## config.mk

```make
export PLATFORM = sky130hd
export DESIGN_NAME = coherence_home
export DESIGN_NICKNAME = d
export VERILOG_FILES = /design/src/rtl/coh_pkg.sv /design/src/rtl/coh_req_fifo.sv /design/src/rtl/coh_dir_table.sv /design/src/rtl/coh_home_fsm.sv /design/src/rtl/coherence_home.sv
export SDC_FILE = /design/constraint.sdc
export NUM_CORES = 1
export LEC_CHECK = 0
export BUFFER_PORTS_ARGS = -buffer_cell sky130_fd_sc_hd__buf_2
export CAP_MARGIN = 10
export CORE_MARGIN = 2
export CORE_UTILIZATION = 35
export CTS_BUF_LIST = sky130_fd_sc_hd__clkbuf_8
export DETAILED_ROUTE_END_ITERATION = 12
export GPL_ROUTABILITY_DRIVEN = 0
export MAX_ROUTING_LAYER = met4
export PLACE_DENSITY = 0.52
export SLEW_MARGIN = 20
export SYNTH_ARGS = -nofsm -noshare
export SYNTH_HDL_FRONTEND = slang
export SYNTH_SLANG_ARGS = --single-unit
```

## constraint.sdc

```tcl
create_clock -name clk -period 2.7 [get_ports clk]
set_clock_uncertainty 0.05 [all_clocks]
set_input_delay 0.27 -clock clk [delete_from_list [all_inputs] [get_ports clk]]
set_output_delay 0.27 -clock clk [all_outputs]
set_load 0.005 [all_outputs]
```

## src/rtl/coh_pkg.sv

```systemverilog
package coh_pkg;

    typedef enum logic [1:0] {
        LINE_UNCACHED = 2'd0,
        LINE_SHARED   = 2'd1,
        LINE_OWNED    = 2'd2
    } line_state_e;

    typedef enum logic [1:0] {
        MSG_INV   = 2'd0,
        MSG_FWD   = 2'd1,
        MSG_GRANT = 2'd2,
        MSG_DATA  = 2'd3
    } msg_kind_e;

    typedef enum logic [2:0] {
        ST_IDLE,
        ST_INV,
        ST_FWD,
        ST_WAIT,
        ST_REPLY
    } home_state_e;

    typedef enum logic [1:0] {
        UPD_NONE,
        UPD_READ,
        UPD_OWN,
        UPD_FWDREAD
    } upd_mode_e;

endpackage

```

## src/rtl/coh_req_fifo.sv

```systemverilog
module coh_req_fifo #(
    parameter int W     = 5,
    parameter int DEPTH = 4
) (
    input  logic         clk,
    input  logic         rst_n,
    input  logic         in_valid,
    input  logic [W-1:0] in_data,
    output logic         in_ready,
    output logic         out_valid,
    output logic [W-1:0] out_data,
    input  logic         pop
);
    localparam int PTR_W = $clog2(DEPTH);
    localparam int CNT_W = $clog2(DEPTH + 1);

    logic [W-1:0]     slot_q [DEPTH];
    logic [PTR_W-1:0] wr_ptr_q, rd_ptr_q;
    logic [CNT_W-1:0] cnt_q;
    logic             push, take;

    assign in_ready  = (cnt_q != CNT_W'(DEPTH));
    assign out_valid = (cnt_q != '0);
    assign out_data  = slot_q[rd_ptr_q];
    assign push      = in_valid && in_ready;
    assign take      = pop && out_valid;

    always_ff @(posedge clk) begin
        if (!rst_n) begin
            wr_ptr_q <= '0;
            rd_ptr_q <= '0;
            cnt_q    <= '0;
        end else begin
            if (push) begin
                slot_q[wr_ptr_q] <= in_data;
                wr_ptr_q <= (wr_ptr_q == PTR_W'(DEPTH - 1)) ? '0 : wr_ptr_q + 1'b1;
            end
            if (take) begin
                rd_ptr_q <= (rd_ptr_q == PTR_W'(DEPTH - 1)) ? '0 : rd_ptr_q + 1'b1;
            end
            if (push && !take)      cnt_q <= cnt_q + 1'b1;
            else if (take && !push) cnt_q <= cnt_q - 1'b1;
        end
    end
endmodule

```

## src/rtl/coh_dir_table.sv

```systemverilog
module coh_dir_table
    import coh_pkg::*;
#(
    parameter int NODES  = 4,
    parameter int BLOCKS = 4,
    parameter int DATA_W = 16
) (
    input  logic                      clk,
    input  logic                      rst_n,
    input  logic [$clog2(BLOCKS)-1:0] rd_blk,
    output line_state_e               rd_state,
    output logic [NODES-1:0]          rd_sharers,
    output logic [$clog2(NODES)-1:0]  rd_owner,
    output logic [DATA_W-1:0]         rd_data,
    input  logic                      ent_we,
    input  logic [$clog2(BLOCKS)-1:0] ent_blk,
    input  line_state_e               ent_state,
    input  logic [NODES-1:0]          ent_sharers,
    input  logic [$clog2(NODES)-1:0]  ent_owner,
    input  logic                      dat_we,
    input  logic [$clog2(BLOCKS)-1:0] dat_blk,
    input  logic [DATA_W-1:0]         dat_data
);
    localparam int NID_W = $clog2(NODES);
    localparam int BID_W = $clog2(BLOCKS);

    line_state_e      st_q   [BLOCKS];
    logic [NODES-1:0] shr_q  [BLOCKS];
    logic [NID_W-1:0] own_q  [BLOCKS];
    logic [DATA_W-1:0] home_q [BLOCKS];

    for (genvar b = 0; b < BLOCKS; b++) begin : g_entry
        always_ff @(posedge clk) begin
            if (!rst_n) begin
                st_q[b]   <= LINE_UNCACHED;
                shr_q[b]  <= '0;
                own_q[b]  <= '0;
                home_q[b] <= '0;
            end else begin
                if (ent_we && ent_blk == BID_W'(b)) begin
                    st_q[b]  <= ent_state;
                    shr_q[b] <= ent_sharers;
                    own_q[b] <= ent_owner;
                end
                if (dat_we && dat_blk == BID_W'(b)) begin
                    home_q[b] <= dat_data;
                end
            end
        end
    end

    assign rd_state   = st_q[rd_blk];
    assign rd_sharers = shr_q[rd_blk];
    assign rd_owner   = own_q[rd_blk];
    assign rd_data    = home_q[rd_blk];
endmodule

```

## src/rtl/coh_home_fsm.sv

```systemverilog
module coh_home_fsm
    import coh_pkg::*;
#(
    parameter int NODES  = 4,
    parameter int BLOCKS = 4,
    parameter int DATA_W = 16
) (
    input  logic                      clk,
    input  logic                      rst_n,
    input  logic                      head_valid,
    input  logic [$clog2(NODES)-1:0]  head_node,
    input  logic [$clog2(BLOCKS)-1:0] head_blk,
    input  logic                      head_excl,
    output logic                      pop,
    output logic [$clog2(BLOCKS)-1:0] rd_blk,
    input  line_state_e               rd_state,
    input  logic [NODES-1:0]          rd_sharers,
    input  logic [$clog2(NODES)-1:0]  rd_owner,
    input  logic [DATA_W-1:0]         rd_data,
    output logic                      ent_we,
    output logic [$clog2(BLOCKS)-1:0] ent_blk,
    output line_state_e               ent_state,
    output logic [NODES-1:0]          ent_sharers,
    output logic [$clog2(NODES)-1:0]  ent_owner,
    output logic                      dat_we,
    output logic [$clog2(BLOCKS)-1:0] dat_blk,
    output logic [DATA_W-1:0]         dat_data,
    input  logic                      resp_valid,
    input  logic [$clog2(NODES)-1:0]  resp_node,
    input  logic                      resp_has_data,
    input  logic [DATA_W-1:0]         resp_data,
    output logic                      msg_valid,
    output logic [1:0]                msg_kind,
    output logic [$clog2(NODES)-1:0]  msg_node,
    output logic [$clog2(NODES)-1:0]  msg_req,
    output logic [$clog2(BLOCKS)-1:0] msg_blk,
    output logic [DATA_W-1:0]         msg_data
);
    localparam int NID_W = $clog2(NODES);
    localparam int BID_W = $clog2(BLOCKS);

    home_state_e      state_q, state_d;
    logic [NID_W-1:0] cur_node_q, owner_q;
    logic [BID_W-1:0] cur_blk_q;
    logic [NODES-1:0] inv_todo_q, ack_wait_q;
    msg_kind_e        rep_kind_q;
    logic             rep_send_q;
    upd_mode_e        upd_q;

    // Decisions taken on the queue head in ST_IDLE
    logic [NODES-1:0] req_bit, own_bit, others, inv_mask;
    logic             is_owned, self_owned;
    // Next invalidation target
    logic [NID_W-1:0] pick_idx;
    logic [NODES-1:0] pick_bit;
    logic             awaiting, resp_hit;

    assign req_bit    = NODES'(1) << head_node;
    assign own_bit    = NODES'(1) << rd_owner;
    assign others     = rd_sharers & ~req_bit;
    assign is_owned   = (rd_state == LINE_OWNED);
    assign self_owned = is_owned && (rd_owner == head_node);
    assign inv_mask   = is_owned ? own_bit : others;

    always_comb begin
        pick_idx = '0;
        for (int i = NODES - 1; i >= 0; i--) begin
            if (inv_todo_q[i]) pick_idx = NID_W'(i);
        end
    end
    assign pick_bit = NODES'(1) << pick_idx;

    assign awaiting = (state_q == ST_INV) || (state_q == ST_FWD) || (state_q == ST_WAIT);
    assign resp_hit = awaiting && resp_valid && ack_wait_q[resp_node];

    // State register
    always_ff @(posedge clk) begin
        if (!rst_n) state_q <= ST_IDLE;
        else        state_q <= state_d;
    end

    // Transitions
    always_comb begin
        state_d = state_q;
        unique case (state_q)
            ST_IDLE: begin
                if (head_valid) begin
                    if (self_owned)        state_d = ST_REPLY;
                    else if (!head_excl)   state_d = is_owned ? ST_FWD : ST_REPLY;
                    else                   state_d = (inv_mask != '0) ? ST_INV : ST_REPLY;
                end
            end
            ST_INV:   if ((inv_todo_q & ~pick_bit) == '0) state_d = ST_WAIT;
            ST_FWD:   state_d = ST_WAIT;
            ST_WAIT:  if (ack_wait_q == '0) state_d = ST_REPLY;
            ST_REPLY: state_d = ST_IDLE;
            default:  state_d = ST_IDLE;
        endcase
    end

    // Transaction context
    always_ff @(posedge clk) begin
        if (!rst_n) begin
            cur_node_q <= '0;
            cur_blk_q  <= '0;
            owner_q    <= '0;
            inv_todo_q <= '0;
            ack_wait_q <= '0;
            rep_kind_q <= MSG_DATA;
            rep_send_q <= 1'b0;
            upd_q      <= UPD_NONE;
        end else begin
            if (state_q == ST_IDLE && head_valid) begin
                cur_node_q <= head_node;
                cur_blk_q  <= head_blk;
                owner_q    <= rd_owner;
                inv_todo_q <= '0;
                ack_wait_q <= '0;
                if (self_owned) begin
                    rep_kind_q <= MSG_GRANT;
                    rep_send_q <= 1'b1;
                    upd_q      <= UPD_NONE;
                end else if (!head_excl) begin
                    if (is_owned) begin
                        rep_send_q <= 1'b0;
                        upd_q      <= UPD_FWDREAD;
                        ack_wait_q <= own_bit;
                    end else begin
                        rep_kind_q <= MSG_DATA;
                        rep_send_q <= 1'b1;
                        upd_q      <= UPD_READ;
                    end
                end else begin
                    rep_kind_q <= MSG_GRANT;
                    rep_send_q <= 1'b1;
                    upd_q      <= UPD_OWN;
                    inv_todo_q <= inv_mask;
                    ack_wait_q <= inv_mask;
                end
            end else begin
                if (state_q == ST_INV) inv_todo_q <= inv_todo_q & ~pick_bit;
                if (resp_hit) ack_wait_q[resp_node] <= 1'b0;
            end
        end
    end

    // Outputs
    always_comb begin
        pop         = (state_q == ST_IDLE) && head_valid;
        rd_blk      = (state_q == ST_IDLE) ? head_blk : cur_blk_q;
        msg_valid   = 1'b0;
        msg_kind    = MSG_DATA;
        msg_node    = cur_node_q;
        msg_req     = cur_node_q;
        msg_blk     = cur_blk_q;
        msg_data    = rd_data;
        ent_we      = 1'b0;
        ent_blk     = cur_blk_q;
        ent_state   = rd_state;
        ent_sharers = rd_sharers;
        ent_owner   = rd_owner;
        dat_we      = resp_hit && resp_has_data;
        dat_blk     = cur_blk_q;
        dat_data    = resp_data;
        unique case (state_q)
            ST_INV: begin
                msg_valid = 1'b1;
                msg_kind  = MSG_INV;
                msg_node  = pick_idx;
            end
            ST_FWD: begin
                msg_valid = 1'b1;
                msg_kind  = MSG_FWD;
                msg_node  = owner_q;
            end
            ST_REPLY: begin
                msg_valid = rep_send_q;
                msg_kind  = rep_kind_q;
                ent_we    = (upd_q != UPD_NONE);
                unique case (upd_q)
                    UPD_READ: begin
                        ent_state   = LINE_SHARED;
                        ent_sharers = rd_sharers | (NODES'(1) << cur_node_q);
                    end
                    UPD_OWN: begin
                        ent_state   = LINE_OWNED;
                        ent_sharers = '0;
                        ent_owner   = cur_node_q;
                    end
                    UPD_FWDREAD: begin
                        ent_state   = LINE_SHARED;
                        ent_sharers = (NODES'(1) << owner_q) | (NODES'(1) << cur_node_q);
                    end
                    default: ;
                endcase
            end
            default: ;
        endcase
    end
endmodule

```

## src/rtl/coherence_home.sv

```systemverilog
module coherence_home
    import coh_pkg::*;
#(
    parameter int NODES   = 4,
    parameter int BLOCKS  = 4,
    parameter int DATA_W  = 16,
    parameter int Q_DEPTH = 4
) (
    input  logic                      clk,
    input  logic                      rst_n,
    input  logic                      req_valid,
    output logic                      req_ready,
    input  logic [$clog2(NODES)-1:0]  req_node,
    input  logic [$clog2(BLOCKS)-1:0] req_blk,
    input  logic                      req_excl,
    output logic                      msg_valid,
    output logic [1:0]                msg_kind,
    output logic [$clog2(NODES)-1:0]  msg_node,
    output logic [$clog2(NODES)-1:0]  msg_req,
    output logic [$clog2(BLOCKS)-1:0] msg_blk,
    output logic [DATA_W-1:0]         msg_data,
    input  logic                      resp_valid,
    input  logic [$clog2(NODES)-1:0]  resp_node,
    input  logic                      resp_has_data,
    input  logic [DATA_W-1:0]         resp_data
);
    localparam int NID_W = $clog2(NODES);
    localparam int BID_W = $clog2(BLOCKS);
    localparam int REQ_W = NID_W + BID_W + 1;

    logic             head_valid, pop;
    logic [REQ_W-1:0] head;
    logic [BID_W-1:0] rd_blk, ent_blk, dat_blk;
    line_state_e      rd_state, ent_state;
    logic [NODES-1:0] rd_sharers, ent_sharers;
    logic [NID_W-1:0] rd_owner, ent_owner;
    logic [DATA_W-1:0] rd_data, dat_data;
    logic             ent_we, dat_we;

    coh_req_fifo #(.W(REQ_W), .DEPTH(Q_DEPTH)) u_queue (
        .clk       (clk),
        .rst_n     (rst_n),
        .in_valid  (req_valid),
        .in_data   ({req_node, req_blk, req_excl}),
        .in_ready  (req_ready),
        .out_valid (head_valid),
        .out_data  (head),
        .pop       (pop)
    );

    coh_dir_table #(.NODES(NODES), .BLOCKS(BLOCKS), .DATA_W(DATA_W)) u_table (
        .clk         (clk),
        .rst_n       (rst_n),
        .rd_blk      (rd_blk),
        .rd_state    (rd_state),
        .rd_sharers  (rd_sharers),
        .rd_owner    (rd_owner),
        .rd_data     (rd_data),
        .ent_we      (ent_we),
        .ent_blk     (ent_blk),
        .ent_state   (ent_state),
        .ent_sharers (ent_sharers),
        .ent_owner   (ent_owner),
        .dat_we      (dat_we),
        .dat_blk     (dat_blk),
        .dat_data    (dat_data)
    );

    coh_home_fsm #(.NODES(NODES), .BLOCKS(BLOCKS), .DATA_W(DATA_W)) u_fsm (
        .clk           (clk),
        .rst_n         (rst_n),
        .head_valid    (head_valid),
        .head_node     (head[REQ_W-1 -: NID_W]),
        .head_blk      (head[BID_W:1]),
        .head_excl     (head[0]),
        .pop           (pop),
        .rd_blk        (rd_blk),
        .rd_state      (rd_state),
        .rd_sharers    (rd_sharers),
        .rd_owner      (rd_owner),
        .rd_data       (rd_data),
        .ent_we        (ent_we),
        .ent_blk       (ent_blk),
        .ent_state     (ent_state),
        .ent_sharers   (ent_sharers),
        .ent_owner     (ent_owner),
        .dat_we        (dat_we),
        .dat_blk       (dat_blk),
        .dat_data      (dat_data),
        .resp_valid    (resp_valid),
        .resp_node     (resp_node),
        .resp_has_data (resp_has_data),
        .resp_data     (resp_data),
        .msg_valid     (msg_valid),
        .msg_kind      (msg_kind),
        .msg_node      (msg_node),
        .msg_req       (msg_req),
        .msg_blk       (msg_blk),
        .msg_data      (msg_data)
    );
endmodule

```

**Word level (Yosys, flattened, before mapping)**

Memories as Yosys holds them, arrays and structs flattened. A register that Yosys moved wholly into a read port is not among the register bits.
Index checks and enable logic that the tools add are counted.

- $add $sub $neg: 4
- Multipliers: 0
- Div/mod/pow operators: 0
- Order comparisons: 2
- Equal/unequal tests: 19
- Shifts and indexed selects: 5
- Muxes and demuxes: 96
- Bitwise logic cells: 24
- Reduce and logical (&&, ||, !) cells: 36

Operators by type and width:

| kind | number |
|---|---|
| $mux 16 | 4 |
| $mux 4 | 15 |
| $mux 2 | 26 |
| $mux 1 | 34 |
| $mux 3 | 9 |
| $shl 1x2->4 const A | 5 |
| $logic_and 1x1->1 | 18 |
| $or 1x1->1 | 16 |
| $eq 2x2->1 const B | 7 |
| $and 4x4->4 | 3 |
| $not 4->4 | 3 |
| $pmux 3 s4 | 1 |
| $pmux 4 s3 | 1 |
| $logic_not 4->1 | 2 |
| $or 4x4->4 | 2 |
| $pmux 2 s2 | 2 |
| $reduce_bool 2->1 | 4 |
| $eq 3x2->1 const B | 2 |
| $ne 3x3->1 const B | 2 |
| $pmux 2 s3 | 1 |
| $add 2x1->2 const B | 2 |
| $eq 2x1->1 const B | 2 |
| $ne 2x2->1 const B | 2 |
| $reduce_bool 4->1 | 1 |
| 19 further kinds | 22 |

- Register bits after elaboration: 29
- Latch bits: 0
- Memory bits (writable): 116
- Bits in read-only memories: 0
- Output and inout port bits: 26
- Memories: 5

Memory list:

| name | words | bits a word | read ports | clocked after memory_dff | write ports | line | RTL |
|---|---|---|---|---|---|---|---|
| u_table.home_q | 4 | 16 | 1 | 0 | 4 | coh_dir_table.sv:30 | `logic [DATA_W-1:0] home_q [BLOCKS];` |
| u_queue.slot_q | 4 | 5 | 1 | 1 | 1 | coh_req_fifo.sv:17 | `logic [W-1:0] slot_q [DEPTH];` |
| u_table.shr_q | 4 | 4 | 1 | 0 | 4 | coh_dir_table.sv:28 | `logic [NODES-1:0] shr_q [BLOCKS];` |
| u_table.own_q | 4 | 2 | 1 | 0 | 4 | coh_dir_table.sv:29 | `logic [NID_W-1:0] own_q [BLOCKS];` |
| u_table.st_q | 4 | 2 | 1 | 0 | 4 | coh_dir_table.sv:27 | `line_state_e st_q [BLOCKS];` |

**Longest topological paths before layout**

- Depth in word-level cells: 11
- Depth in mapped cells: 11
- Depth with buffers taken out: 9

**Cells and area by module**

From an unflattened synthesis, not the netlist that was laid out.

- Cell total of the unflattened synthesis: 553
- Area total of the unflattened synthesis: 7315.8 um2

By module, submodules not included:

| module | times used | cells each | area each (um2) |
|---|---|---|---|
| coh_dir_table | 1 | 249 | 4276.6 |
| coh_home_fsm | 1 | 228 | 1830.5 |
| coh_req_fifo | 1 | 76 | 1208.7 |

**Worst setup path after synthesis**

OpenSTA, ideal clock, no wires.

- Kind: flip-flop to flip-flop
- From: reg with a tool-made name
- To: reg u_fsm.ack_wait_q[3]
- Setup time: 128 ps
- Arrival: 2532 ps
- Required time: 2522 ps
- Slack: -10 ps
- Stages on the path, launching flop included: 11
- Path buffers: 3
- Cell sequence: dfxtp_1 -> buf_6 -> mux4_2 -> a21o_1 -> buf_6 -> a221oi_1 -> o211ai_2 -> buf_6 -> o311a_4 -> a32oi_1 -> nor2_1

RTL lines:

| element | line | RTL |
|---|---|---|
| to (signal assigned) | coh_home_fsm.sv:127 | `ack_wait_q <= own_bit;` |
| to (signal assigned) | coh_home_fsm.sv:138 | `ack_wait_q <= inv_mask;` |
| to (decl) | coh_home_fsm.sv:45 | `logic [NODES-1:0] inv_todo_q, ack_wait_q;` |

==> results.json <==
{
  "ys_top_cells_by_area": "edfxtp_1 50%, dfxtp_1 8.7%, nand2_1 6.9%",
  "area_growth_pct": 28.0,
  "clkPwrFrac_pct": 17.4,
  "antennaDiodeCount": 0,
  "vias": 5243,
  "yosysTopAreaCell": "edfxtp_1",
  "utilization_pct": 45.6,
  "clock_latency_ns": 0.45,
  "worst_pin_slew_ns": 0.765,
  "fmax_mhz": 355,
  "setup_ws_ns": -0.116,
  "synth_top_family_by_area": "simple AND/OR/NAND/NOR gates",
  "yosysTopAreaCellShare_pct": 50.4,
  "path_max_fanout": 10,
  "syn_area_um2": 6910,
  "holdWs_ns": 0.0779,
  "grt_pass1_vias": 5356,
  "ant_nets": 0,
  "ys_ff_latch": 146,
  "synth_commonest_cells": "127 x nand2_1, 116 x edfxtp_1, 66 x and2_1, 57 x nor2_1, 39 x a21oi_1",
  "grt_pass1_wl_um": 28400,
  "port_buffers": 53,
  "failed_checks": "negative setup slack",
  "p_per_area_nw_per_um2": 1150,
  "place_hpwl_um": 11900,
  "async_flop_share_pct": 0,
  "p_int_mw": 6.22,
  "regToRegSetupSlack_ns": -0.08,
  "synth_nets": 676,
  "p_leak_nw": 3.34,
  "dieArea_um2": 20900,
  "grt_use_total_pct": 18.5,
  "ios": 54,
  "ys.flop_type": "edfxtp_1",
  "yosys_warnings": 0,
  "clk_pin_slew_ns": 0.10,
  "drtPass1Iterations": 6,
  "cts_root_buf": "clkbuf_8",
  "period_minus_slack_ns": 2.82,
  "p_sw_mw": 3.99,
  "core_um2": 19400,
  "final_cells": 1033,
  "drt_iter0_drc": 276,
  "ir_drop_v": 0.000498,
  "synthMuxAreaShare_pct": 3.04,
  "drt_wl_total_um": 17800,
  "synth-simple-area-share_pct": 21.2,
  "fp.dieH_um": 144,
  "antenna_found_initial": 0,
  "vias_per_cell": 5.08,
  "synth_compound_area_share_pct": 11.5,
  "post-route-period-util_pct": 104,
  "hold_end": "u_table.home_q[3][3]$_SDFFCE_PN0P_",
  "drv_cap": 0,
  "initial_core_util_pct": 35.6,
  "cts-htree-levels": 4,
  "netSwitchingFraction_pct": 39.1,
  "worstRegToRegCells": 12,
  "startpoint_type": "register",
  "slew_viol_final": 0,
  "netlist_instances": 641,
  "drive_gt1_share_pct": 27.7,
  "pwr-share-comb_pct": 54.4,
  "min_from": "resp_data[3]",
  "drcViolationCount": 0,
  "die_w_um": 144,
  "seqPwrFrac_pct": 28.2,
  "hold_path_class": "primary input to register",
  "place_inst": 974,
  "min_path_cells": 2,
  "wire_per_inst_um": 17.2,
  "synthXorXnorAreaFrac_pct": 0.761,
  "cts.sinks": 146,
  "cts_tree": "yes",
  "clockBufferDepth": 2,
  "synth_most_common_cell": "nand2_1",
  "numCtsBuffers": 17,
  "endpoint_kind": "output port",
  "rsz0062_at_grt": "true",
  "hold_viol_final": 0,
  "power_mw": 10.2,
  "grt_max_degree": 26,
  "setup_viol": 26,
  "r2r_end": "u_fsm.inv_todo_q[1]$_SDFFE_PN0P_",
  "crit_required_ns": 2.38,
  "synth_seq_area_share_pct": 59.1,
  "fin_setup_tns_ns": -1.45,
  "fin_nets": 790,
  "rows": 51,
  "synth-edff-count": 116,
  "crit_type": "register to output port",
  "grt_overflow": 0,
  "slew_headroom_pct": 48.9,
  "synth.distinct_cells": 61,
  "synth.avg_cell_area_um2": 10.8,
  "arrival_ns": 2.50,
  "yosys.area_share.adder_pct": 1.52,
  "status": "complete, but fails checks"
}
[cells by family after synthesis]
| kind of cell | count (synthesis) |
|---|---|
| flip-flops | 146 |
| multiplexers | 11 |
| buffers and inverters | 45 |
| AO/OA/AOI/OAI | 118 |
| AND/OR/NAND/NOR | 307 |
| adder cells (fa/ha/maj) | 8 |
| XOR/XNOR | 6 |
[repair_timing]
action,4_1_cts,5_1_grt
hold endpoints to repair,20,0
endpoints found under the setup margin,31,39
gates resized for setup,55,21
cloned,3,1
hold buffers,5,0
buffers inserted,15,3
pin swaps,18,11
[worst max-delay path, stage by stage, from the launching register on]
cell     delay [ns]
dfxtp_2        0.35
mux4_2         0.55
buf_6          0.15
a21oi_4        0.16
buf_12         0.17
buf_12         0.11
buf_16         0.12
nand2_1        0.10
a31oi_4        0.19
buf_2          0.14
[layer usage]
metal,share of wire [%],GRT usage [%]
met2,50,29.8
met1,45,23.7
met3,4.0,4.27
met5,0,-
met4,1.3,4.85
[worst max-delay path by stage]
stage / startpoint / endpoint / slack, ns / cells past startpoint
final: register / msg_data[8] / -0.12 / 9
after global routing: register / u_fsm.inv_todo_q[1]$_SDFFE_PN0P_ / -0.22 / 12
after CTS: register / msg_data[15] / -0.1 / 8
after detailed placement: register / u_fsm.ack_wait_q[3]$_SDFFE_PN0P_ / -0.17 / 9
after global placement: register / u_fsm.ack_wait_q[3]$_SDFFE_PN0P_ / -0.11 / 11
after floorplan: register / u_fsm.ack_wait_q[3]$_SDFFE_PN0P_ / 0.002 / 10
[registers in the layout, indices dropped and copies added (netlist names), named ones only]
| signal | count |
|---|---|
| u_fsm.ack_wait_q | 4 |
| u_fsm.rep_send_q | 1 |
| u_fsm.upd_q | 2 |
| u_queue.wr_ptr_q | 2 |
| u_table.st_q | 8 |
| u_table.shr_q | 16 |
| u_fsm.msg_req | 2 |
| u_queue.rd_ptr_q | 2 |
| u_queue.slot_q | 20 |
| u_queue.cnt_q | 3 |
| u_fsm.owner_q | 2 |
| u_table.home_q | 64 |
| u_fsm.dat_blk | 2 |
| u_fsm.state_q | 3 |
| u_fsm.inv_todo_q | 4 |
| u_table.own_q | 8 |
| u_fsm.rep_kind_q | 1 |
[power by group through the flow]
stage / combinational (mW) / sequential, mW / clock [mW]
after floorplan: 2.52 / 2.86 / 0
after global placement: 4.04 / 2.91 / 0
after detailed placement: 4.08 / 2.92 / 0
after CTS: 5.22 / 2.87 / 1.80
after global routing: 6.01 / 2.91 / 1.89
final: 5.55 / 2.88 / 1.77
[final cells by class]
cell class / count / area, µm²
Clock buffer: 17 / 234
Clock inverter: 15 / 171
Sequential cell: 146 / 4090
Fill cell: 1869 / 10600
Timing Repair Buffer: 126 / 1060
Multi-Input combinational cell: 450 / 2910
Inverter: 14 / 52.6
Tap cell: 265 / 332
[stage by stage]
| step | instance area, µm² | setup slack, ns |
|---|---|---|
| 6_report | 8840 | -0.116 |
| 5_1_grt | 8840 | -0.219 |
| 4_1_cts | 8690 | -0.0991 |
| 3_5_place_dp | 7740 | -0.173 |
| 3_3_place_gp | 7740 | -0.110 |
| 2_1_floorplan | 6910 | 0.00208 |
[placed cells by master, fill, tap and decap left out, drive strengths merged, types with 3 or more instances in the layout]
cell	count
nand2	127
buf	119
edfxtp	116
and2	66
nor2	57
a21oi	40
dfxtp	30
and3	20
a31oi	19
inv	19
clkbuf	18
o21ai	16
nor2b	10
nor3	9
o211ai	9
nand3	7
a22oi	7
ha	6
mux4	6
clkinv	6
dlygate4sd3	5
xnor2	4
a32oi	4
mux2i	4
nand2b	3
o311ai	3
(Power assumes the default switching activity.)
